--- src/rtl/su_filter_pkg.sv ---
package su_filter_pkg;

    localparam int BYTE_W = 8;
    localparam int SEQ_W  = 7;

    typedef struct packed {
        logic              first;
        logic              last;
        logic [BYTE_W-1:0] data;
    } su_byte_t;

    typedef struct packed {
        logic push;        // write the entry into the ring
        logic begin_unit;  // entry opens a unit: remember its slot
        logic rewind;      // discard the open unit before this cycle's push
        logic commit;      // make everything written so far visible to output
    } ring_op_t;

    function automatic logic [SEQ_W-1:0] seq_of(input logic [BYTE_W-1:0] octet);
        return octet[SEQ_W-1:0];
    endfunction

    function automatic logic len_is_zero(input logic [BYTE_W-1:0] octet);
        return octet[5:0] == 6'd0;
    endfunction

endpackage

--- src/rtl/su_flush_edge.sv ---
module su_flush_edge (
    input  logic clk,
    input  logic rst,
    input  logic lvl,
    output logic pulse
);
    logic lvl_q;

    always_ff @(posedge clk) begin
        if (rst) lvl_q <= 1'b0;
        else     lvl_q <= lvl;
    end

    assign pulse = lvl & ~lvl_q;
endmodule

--- src/rtl/su_intake.sv ---
module su_intake
    import su_filter_pkg::*;
#(
    parameter int MAX_LEN = 72
) (
    input  logic              clk,
    input  logic              clr,
    input  logic              in_valid,
    input  logic [BYTE_W-1:0] in_data,
    input  logic              in_first,
    input  logic              in_last,
    input  logic              in_abort,
    input  logic              filt_en,
    output ring_op_t          op_o,
    output su_byte_t          entry_o
);
    localparam int CNT_W = $clog2(MAX_LEN + 1);
    localparam logic [CNT_W-1:0] CNT_LIMIT = CNT_W'(MAX_LEN);

    logic             open_q,   open_n;
    logic [CNT_W-1:0] cnt_q,    cnt_n;
    logic [SEQ_W-1:0] seq_q,    seq_n;
    logic             lz_q,     lz_n;
    logic             ref_ok_q, ref_ok_n;
    logic [SEQ_W-1:0] ref_q,    ref_n;

    logic [CNT_W-1:0] cnt_eff;
    logic [SEQ_W-1:0] cur_seq;
    logic             cur_lz;
    logic             is_fill;
    logic             is_repeat;

    always_comb begin
        cnt_eff   = in_first ? '0 : cnt_q;
        cur_seq   = (cnt_eff == CNT_W'(0)) ? seq_of(in_data) : seq_q;
        cur_lz    = (cnt_eff == CNT_W'(2)) ? len_is_zero(in_data) : lz_q;
        is_fill   = (cnt_eff >= CNT_W'(2)) && cur_lz;
        is_repeat = is_fill && ref_ok_q && (ref_q == cur_seq);
    end

    always_comb begin
        open_n   = open_q;
        cnt_n    = cnt_q;
        seq_n    = seq_q;
        lz_n     = lz_q;
        ref_ok_n = ref_ok_q;
        ref_n    = ref_q;
        op_o     = '0;
        entry_o  = '{first: in_first, last: in_last, data: in_data};

        if (in_abort) begin
            op_o.rewind = open_q;
            open_n      = 1'b0;
            ref_ok_n    = 1'b0;
        end else if (in_valid && (in_first || open_q)) begin
            if (!in_first && cnt_q == CNT_LIMIT) begin
                // overlong unit: discard it and skip the remainder
                op_o.rewind = 1'b1;
                open_n      = 1'b0;
                ref_ok_n    = 1'b0;
            end else begin
                if (in_first && open_q) begin
                    op_o.rewind = 1'b1;
                    ref_ok_n    = 1'b0;
                end
                if (in_last) begin
                    open_n = 1'b0;
                    if (is_fill) begin
                        ref_ok_n = 1'b1;
                        ref_n    = cur_seq;
                    end else begin
                        ref_ok_n = 1'b0;
                    end
                    if (is_repeat && filt_en) begin
                        op_o.rewind = 1'b1;
                    end else begin
                        op_o.push       = 1'b1;
                        op_o.begin_unit = in_first;
                        op_o.commit     = 1'b1;
                    end
                end else begin
                    op_o.push       = 1'b1;
                    op_o.begin_unit = in_first;
                    open_n          = 1'b1;
                    cnt_n           = cnt_eff + CNT_W'(1);
                    seq_n           = cur_seq;
                    lz_n            = cur_lz;
                end
            end
        end
    end

    always_ff @(posedge clk) begin
        if (clr) begin
            open_q   <= 1'b0;
            cnt_q    <= '0;
            seq_q    <= '0;
            lz_q     <= 1'b0;
            ref_ok_q <= 1'b0;
            ref_q    <= '0;
        end else begin
            open_q   <= open_n;
            cnt_q    <= cnt_n;
            seq_q    <= seq_n;
            lz_q     <= lz_n;
            ref_ok_q <= ref_ok_n;
            ref_q    <= ref_n;
        end
    end
endmodule

--- src/rtl/su_ring.sv ---
module su_ring
    import su_filter_pkg::*;
#(
    parameter int MAX_LEN = 72
) (
    input  logic     clk,
    input  logic     clr,
    input  ring_op_t op_i,
    input  su_byte_t entry_i,
    output logic     out_valid_o,
    output su_byte_t out_entry_o
);
    localparam int DEPTH = 2 ** $clog2(2 * MAX_LEN + 2);
    localparam int AW    = $clog2(DEPTH);
    localparam int PW    = AW + 1;

    su_byte_t mem [DEPTH];

    logic [PW-1:0] wr_q, start_q, cm_q, rd_q;
    logic [PW-1:0] eff_wr, wr_n, start_n;
    logic          mid_q;

    always_comb begin
        eff_wr  = op_i.rewind ? start_q : wr_q;
        wr_n    = eff_wr + PW'(op_i.push);
        start_n = op_i.begin_unit ? eff_wr : start_q;
    end

    always_ff @(posedge clk) begin
        if (!clr && op_i.push) mem[eff_wr[AW-1:0]] <= entry_i;
    end

    always_ff @(posedge clk) begin
        if (clr) begin
            wr_q        <= '0;
            start_q     <= '0;
            cm_q        <= '0;
            rd_q        <= '0;
            out_valid_o <= 1'b0;
            out_entry_o <= '0;
        end else begin
            wr_q    <= wr_n;
            start_q <= start_n;
            if (op_i.commit) cm_q <= wr_n;
            if (rd_q != cm_q) begin
                out_valid_o <= 1'b1;
                out_entry_o <= mem[rd_q[AW-1:0]];
                rd_q        <= rd_q + PW'(1);
            end else begin
                out_valid_o <= 1'b0;
            end
        end
    end

    // output framing tracker for the checks below
    always_ff @(posedge clk) begin
        if (clr)              mid_q <= 1'b0;
        else if (out_valid_o) mid_q <= !out_entry_o.last;
    end

    logic [PW-1:0] occupancy;
    assign occupancy = wr_q - rd_q;

    assert_no_overflow_R13: assert property (@(posedge clk) disable iff (clr)
        occupancy < PW'(DEPTH));

    assert_unit_starts_R9: assert property (@(posedge clk) disable iff (clr)
        (out_valid_o && !mid_q) |-> out_entry_o.first);

    assert_unit_continues_R9: assert property (@(posedge clk) disable iff (clr)
        (out_valid_o && mid_q) |-> !out_entry_o.first);

    assert_drop_keeps_commit_R3: assert property (@(posedge clk) disable iff (clr)
        (op_i.rewind && !op_i.push) |=> $stable(cm_q));
endmodule

--- src/rtl/su_dup_filter.sv ---
module su_dup_filter
    import su_filter_pkg::*;
#(
    parameter int MAX_LEN = 72
) (
    input  logic       clk,
    input  logic       rst,
    input  logic       in_valid,
    input  logic [7:0] in_data,
    input  logic       in_first,
    input  logic       in_last,
    input  logic       in_abort,
    input  logic       filt_en,
    input  logic       flush_ctl,
    input  logic       map_sel,
    output logic       out_valid,
    output logic [7:0] out_data,
    output logic       out_first,
    output logic       out_last,
    output logic       map_sel_st
);
    logic     flush_pulse;
    logic     clr;
    ring_op_t op;
    su_byte_t entry;
    su_byte_t out_entry;

    su_flush_edge u_edge (
        .clk   (clk),
        .rst   (rst),
        .lvl   (flush_ctl),
        .pulse (flush_pulse)
    );

    assign clr = rst | flush_pulse;

    su_intake #(.MAX_LEN(MAX_LEN)) u_intake (
        .clk      (clk),
        .clr      (clr),
        .in_valid (in_valid),
        .in_data  (in_data),
        .in_first (in_first),
        .in_last  (in_last),
        .in_abort (in_abort),
        .filt_en  (filt_en),
        .op_o     (op),
        .entry_o  (entry)
    );

    su_ring #(.MAX_LEN(MAX_LEN)) u_ring (
        .clk         (clk),
        .clr         (clr),
        .op_i        (op),
        .entry_i     (entry),
        .out_valid_o (out_valid),
        .out_entry_o (out_entry)
    );

    assign out_data  = out_entry.data;
    assign out_first = out_entry.first;
    assign out_last  = out_entry.last;

    always_ff @(posedge clk) begin
        if (rst) map_sel_st <= 1'b0;
        else     map_sel_st <= map_sel;
    end

    assert_flush_quiet_R11: assert property (@(posedge clk) disable iff (rst)
        flush_pulse |=> !out_valid);
endmodule

--- config.mk ---
export PLATFORM = sky130hd
export DESIGN_NAME = su_dup_filter
export DESIGN_NICKNAME = d
export VERILOG_FILES = /design/src/rtl/su_filter_pkg.sv /design/src/rtl/su_flush_edge.sv /design/src/rtl/su_intake.sv /design/src/rtl/su_ring.sv /design/src/rtl/su_dup_filter.sv
export SDC_FILE = /design/constraint.sdc
export NUM_CORES = 2
export LEC_CHECK = 0
export BUFFER_PORTS_ARGS = -buffer_cell sky130_fd_sc_hd__buf_4
export CORE_MARGIN = 2
export CORE_UTILIZATION = 40
export CTS_CLUSTER_SIZE = 10
export DETAILED_ROUTE_END_ITERATION = 10
export HOLD_SLACK_MARGIN = 0.03
export SKIP_CTS_REPAIR_TIMING = 1
export SLEW_MARGIN = 0
export SYNTH_ARGS = -nofsm -noshare
export SYNTH_HDL_FRONTEND = slang
export SYNTH_HIERARCHICAL = 1
export SYNTH_SLANG_ARGS = --single-unit
--- constraint.sdc ---
create_clock -name clk -period 13.5 [get_ports clk]
set_input_delay 1.35 -clock clk [delete_from_list [all_inputs] [get_ports clk]]
set_output_delay 1.35 -clock clk [all_outputs]
set_load 0.005 [all_outputs]
# After elaboration in Yosys (flattened, before gate mapping)
# Memories as Yosys holds them, arrays and structs flattened. A register that Yosys moved wholly into a read port is not among the register bits.
# Cells that the tools add are included.
# classes
addsub	3
order_cmp	1
eq_ne	4
muxes	26
n_bitwise	6
reduce_logical	18
# ops
op	count
2-to-1 mux 1 bit	17
2-to-1 mux 7 bit	2
2-to-1 mux 2 bit	5
adder 9 x 1 -> 9 bit	1
adder 9 x 1 -> 9 bit, second input constant	1
2-to-1 mux 9 bit	1
inequality test 9 bit	1
logical AND 1 bit	8
adder 7 x 1 -> 7 bit, second input constant	1
equality test 7 x 2 -> 1 bit, second input constant	1
equality test 7 bit	1
equality test 7 bit, second input constant	1
greater-or-equal comparator 7 x 2 -> 1 bit, second input constant	1
zero test 7 bit	1
zero test 6 bit	1
AND reduction 5 bit	1
2-to-1 mux 4 bit	1
NOT 1 bit	4
AND reduction 4 bit	1
nonzero test 3 bit	1
zero test 1 bit	2
AND reduction 2 bit	1
OR reduction 2 bit	1
AND 1 bit	1
other kinds (2)	2
# word_totals
register_bits	63
ramBits	2560
in_bits	17
output_inout_bits	12
elab_cells	72
n_memories	1
# mem_list
memory	depth	width	rd	rd_clocked_by_memory_dff	wr	line	source
u_ring.mem	256	10	1	1	1	su_ring.sv:17	su_byte_t mem [DEPTH];

# Longest topological paths before layout
# depth
word_depth	15
mapped_depth	24
ltp_nobuf	18

# Hierarchy
# The synthesis kept the hierarchy.
# by_module_without_submodules
mod	instances	cells_each	area_each_um2	seq_area_each_um2
su_ring	1	4738	101548.6	77814.6
su_intake	1	214	1720.4	480.5
su_flush_edge	1	3	47.5	20.0
su_dup_filter	1	3	35.0	20.0

# Worst setup path before layout
# Ideal clock, no wire load.
# synth_timing
kind	input port to flip-flop
from	in in_first
to	mem u_ring/mem[160][0] in the netlist's numbering (enable)
setup_ns	0.376
arrival_time_ns	6.099
required_time_ns	13.124
slack_ns	7.024
stages	19
n_path_buf	6
cell_sequence	clkbuf_1 > clkbuf_1 > clkbuf_1 > nor2b_1 > inv_1 > ha_1 > buf_4 > or3b_4 > o211ai_1 > a21oi_1 > or4_4 > o41ai_2 > and2_1 > buf_2 > mux2i_1 > nor2b_1 > nand3_1 > clkbuf_1 > nor2_1
# synth_rtl
element	line	source
from (decl)	su_dup_filter.sv:10	input logic in_first,
to (decl)	su_ring.sv:17	

==> impl_metrics.toml <==
[detailed_routing]
vias_per_cell = 6.07
wl_met1_mm = 117
postRouteAntennaNets = 0
postRouteWirelength_mm = 288
drtIter0Drc = 7443
drt-wirelength-per-cell_um = 33.4
maxUsedRoutingLayer = "met5"
dr_wl_met2_mm = 132
drt_pre_antenna_iters = 6
met3_length_mm = 29.7
drcViolationCount = 0
routed-via-count = 52380

[synthesis]
synth_nets = 4981
synth.cell_area_um2 = 103000
yosys_warnings = 6
ys_seq_area_share_pct = 75.8
synth-edff-count = 2560
yosysUniqueCellTypes = 94
synth_area_leader_cell = "edfxtp_1"
synth_area_per_cell_um2 = 20.8
async_reset_ff_share_pct = 0
ys.flop_type = "edfxtp_1"
ys_seq_elements = 2633
synthCells = 4958
synth_area_leaders = "edfxtp_1 (74%), mux4_2 (14%), mux2i_1 (2.0%)"
yosysTopAreaCellShare_pct = 74.4

[placed_design]
postPlaceCellArea_um2 = 107000
port_buffers = 28
place_hpwl_mm = 174
place_congestion = 0.902

[clock_network]
numCtsBuffers = 320
clk_latency_ns = 0.95
clock_sinks = 2633
cts_max_path_buffers = 4
cts.clk_slew.worst_paths_ns = 0.05
cts.htree.levels = 5
root_buffer = "clkbuf_16"
cts_tree = "done"

[finish]
finalNetCount = 5137
final_cell_area_um2 = 116000
fill_cells = 21403
layout-drive-gt1-share_pct = 22.6
multiInputGateArea_um2 = 23000
syn2layout_area_growth_pct = 11.9
register_area_um2 = 78400

[floorplan]
start_util_pct = 40.2
ioPinCount = 29
fp.dieW_um = 512
die-area_um2 = 262000
die_y_um = 512
num_rows = 186
core-area_um2 = 257000

[critical_path]
cp-end-kind = "register"
cp_max_fo = 78
arrival_ns = 8.47
path_buf_inv = 4
start_kind = "input pin"
crit_chain = "buf_8, nor2b_1, inv_1, ha_1, or3b_4, o211ai_1, a21oi_1, or4_4, o41ai_2, and2_1, mux2i_1, inv_1, nor2_1, nand3_1, buf_4, nor2_1"
path_class = "input pin to register"
critPathTopFamily = "simple AND/OR/NAND/NOR gates"
required_ns = 14.02
crit_slowest_cell = "nand3_1"
slowest_delay_ns = 1.04

[timing]
maxSlewHeadroom_pct = 13.1
max_freq_mhz = 126
tns_ns = 0
final-setup-viol-count = 0
hold_violations = 0
drv_slew = 0
tightest_slew_ns = 1.30
hold_ws_ns = 0.462
period_share_pct = 58.9
rsz0062_at_grt = "false"
fin_crit_ns = 7.95
final.setup_skew_ns = 0.0540

[grt]
grt_overflow = 0
antenna_found_initial = 17
grt_max_degree = 161
grt_pass1_vias = 51609
grt_pass1_wl_mm = 407
grtUsageTotal_pct = 21.8

[pwr]
irDropWorstVdd_v = 0.000143
p_leak_nw = 34.3
pwr_density_cell_nw_per_um2 = 144

[job]
drv_cap = 0

[run_status]
outcome = "completed"

[worst_hold_path]
hp-class = "register to register"
==> per-stage QoR <==
stage / utilization [%] / power, mW / cells / worst slack, ns
5_1_grt: 45.0 / 17.1 / 8617 / 5.32
3_3_place_gp: 41.6 / 9.37 / 8176 / 4.85
4_1_cts: 45.0 / 16.8 / 8615 / 5.71
3_5_place_dp: 41.6 / 9.38 / 8176 / 4.77
6_report: 45.0 / 16.7 / 8623 / 5.55
2_1_floorplan: - / 9.25 / 4958 / 7.02
==> per-layer routing <==
metal,up-vias,global-route usage (%)
met5,-,0
met4,8,7.24
met2,3054,32.7
li1,20839,-
met3,499,5.22
met1,27980,31.2
==> cell families (layout without fill, tap and decap cells) <==
| family | count (synthesis) | count (layout) | synth area share (%) |
|---|---|---|---|
| simple gates | 710 | 710 | 3.09 |
| buf+inv | 324 | 597 | 1.94 |
| mux | 865 | 865 | 16.1 |
| fa+ha+maj | 6 | 6 | 0.0726 |
| other cells | 0 | 8 | 0 |
| flops | 2633 | 2633 | 75.8 |
| xor+xnor | 22 | 22 | 0.186 |
| compound gates | 398 | 398 | 2.77 |
==> worst paths after layout <==
check | startpoint | to | slack (ns) | depth (start not counted)
setup / recovery | in_first | u_ring/mem[130][3] | 5.55 | 16
hold / removal | u_intake/ref_q[2] | u_intake/ref_q[2] | 0.46 | 2
hold reg to reg | u_intake/ref_q[2] | u_intake/ref_q[2] | 0.46 | 2
setup reg to reg | u_intake/cnt_q[0] | u_ring/mem[130][3] | 5.99 | 15
==> flip-flops by register name (all words and copies together), names as in the netlist <==
name                flops
u_ring/mem           2560
u_ring/out_entry_o     10
u_ring/cm_q             9
u_ring/rd_q             9
u_ring/start_q          9
u_ring/wr_q             9
u_intake/cnt_q          7
u_intake/ref_q          7
u_intake/seq_q          7
map_sel_st              1
u_edge/lvl_q            1
u_intake/lz_q           1
u_intake/open_q         1
u_intake/ref_ok_q       1
u_ring/out_valid_o      1
==> tightest hold or removal path, cell delays in order, from the launching register on <==
cell and delay, ns:
dfxtp_1 0.31, nand2_1 0.05, a21oi_1 0.05
==> cell usage after synthesis (6+ instances only) <==
cell type  count
a311oi_1       9
buf_2         77
nor2b_1       34
edfxtp_1    2560
inv_1         16
nor3_1        24
nand4_1        8
xnor2_1       13
a211oi_1      25
o221ai_1      45
xor2_1         9
buf_8         14
buf_6         35
a41oi_1        6
buf_12         8
nand2b_1      13
nand3_1       53
nor4_1         8
o31ai_1       12
a22oi_1       22
o211ai_1      12
mux2_2        22
a221oi_1      20
dfxtp_1       73
nand2_1      129
o22ai_1       34
clkbuf_1     125
and3_1        15
and2_1        10
a2111oi_0      8
o2111ai_1      6
nor2_1       377
mux2i_1      204
a21o_1         7
buf_4         39
o21ai_0       32
a21oi_1       76
ha_1           6
buf_1          6
mux4_2       639
a31oi_1       12
o21ai_1       11
==> power breakdown <==
| part | switching, mW | total (mW) | leakage, nW | internal [mW] |
|---|---|---|---|---|
| Sequential | 0.00228 | 8.97 | 23.6 | 8.97 |
| Clock | 3.04 | 7.46 | 4.24 | 4.42 |
| Combinational | 0.198 | 0.236 | 6.47 | 0.0384 |
| Total | 3.24 | 16.7 | 34.3 | 13.4 |
==> layout make-up <==
class | count | area share (%)
multi-input cells | 2001 | 19.9
diodes | 8 | 0.0173
well taps | 3384 | 3.66
clock inverters | 25 | 0.229
clock buffers | 414 | 7.32
repair buffers | 138 | 1.03
flip-flops and latches | 2633 | 67.8
inverters | 20 | 0.0736
==> placed cells by master, fill, tap and decap left out, types with 34 or more instances in the layout <==
master / count
a21oi_1: 76
dfxtp_1: 67
mux2i_1: 204
nor2_1: 375
o22ai_1: 34
clkbuf_1: 89
buf_4: 121
o221ai_1: 45
edfxtp_1: 2560
nand3_1: 53
mux4_2: 639
clkbuf_16: 325
nand2_1: 128
(Power assumes the default switching activity.)
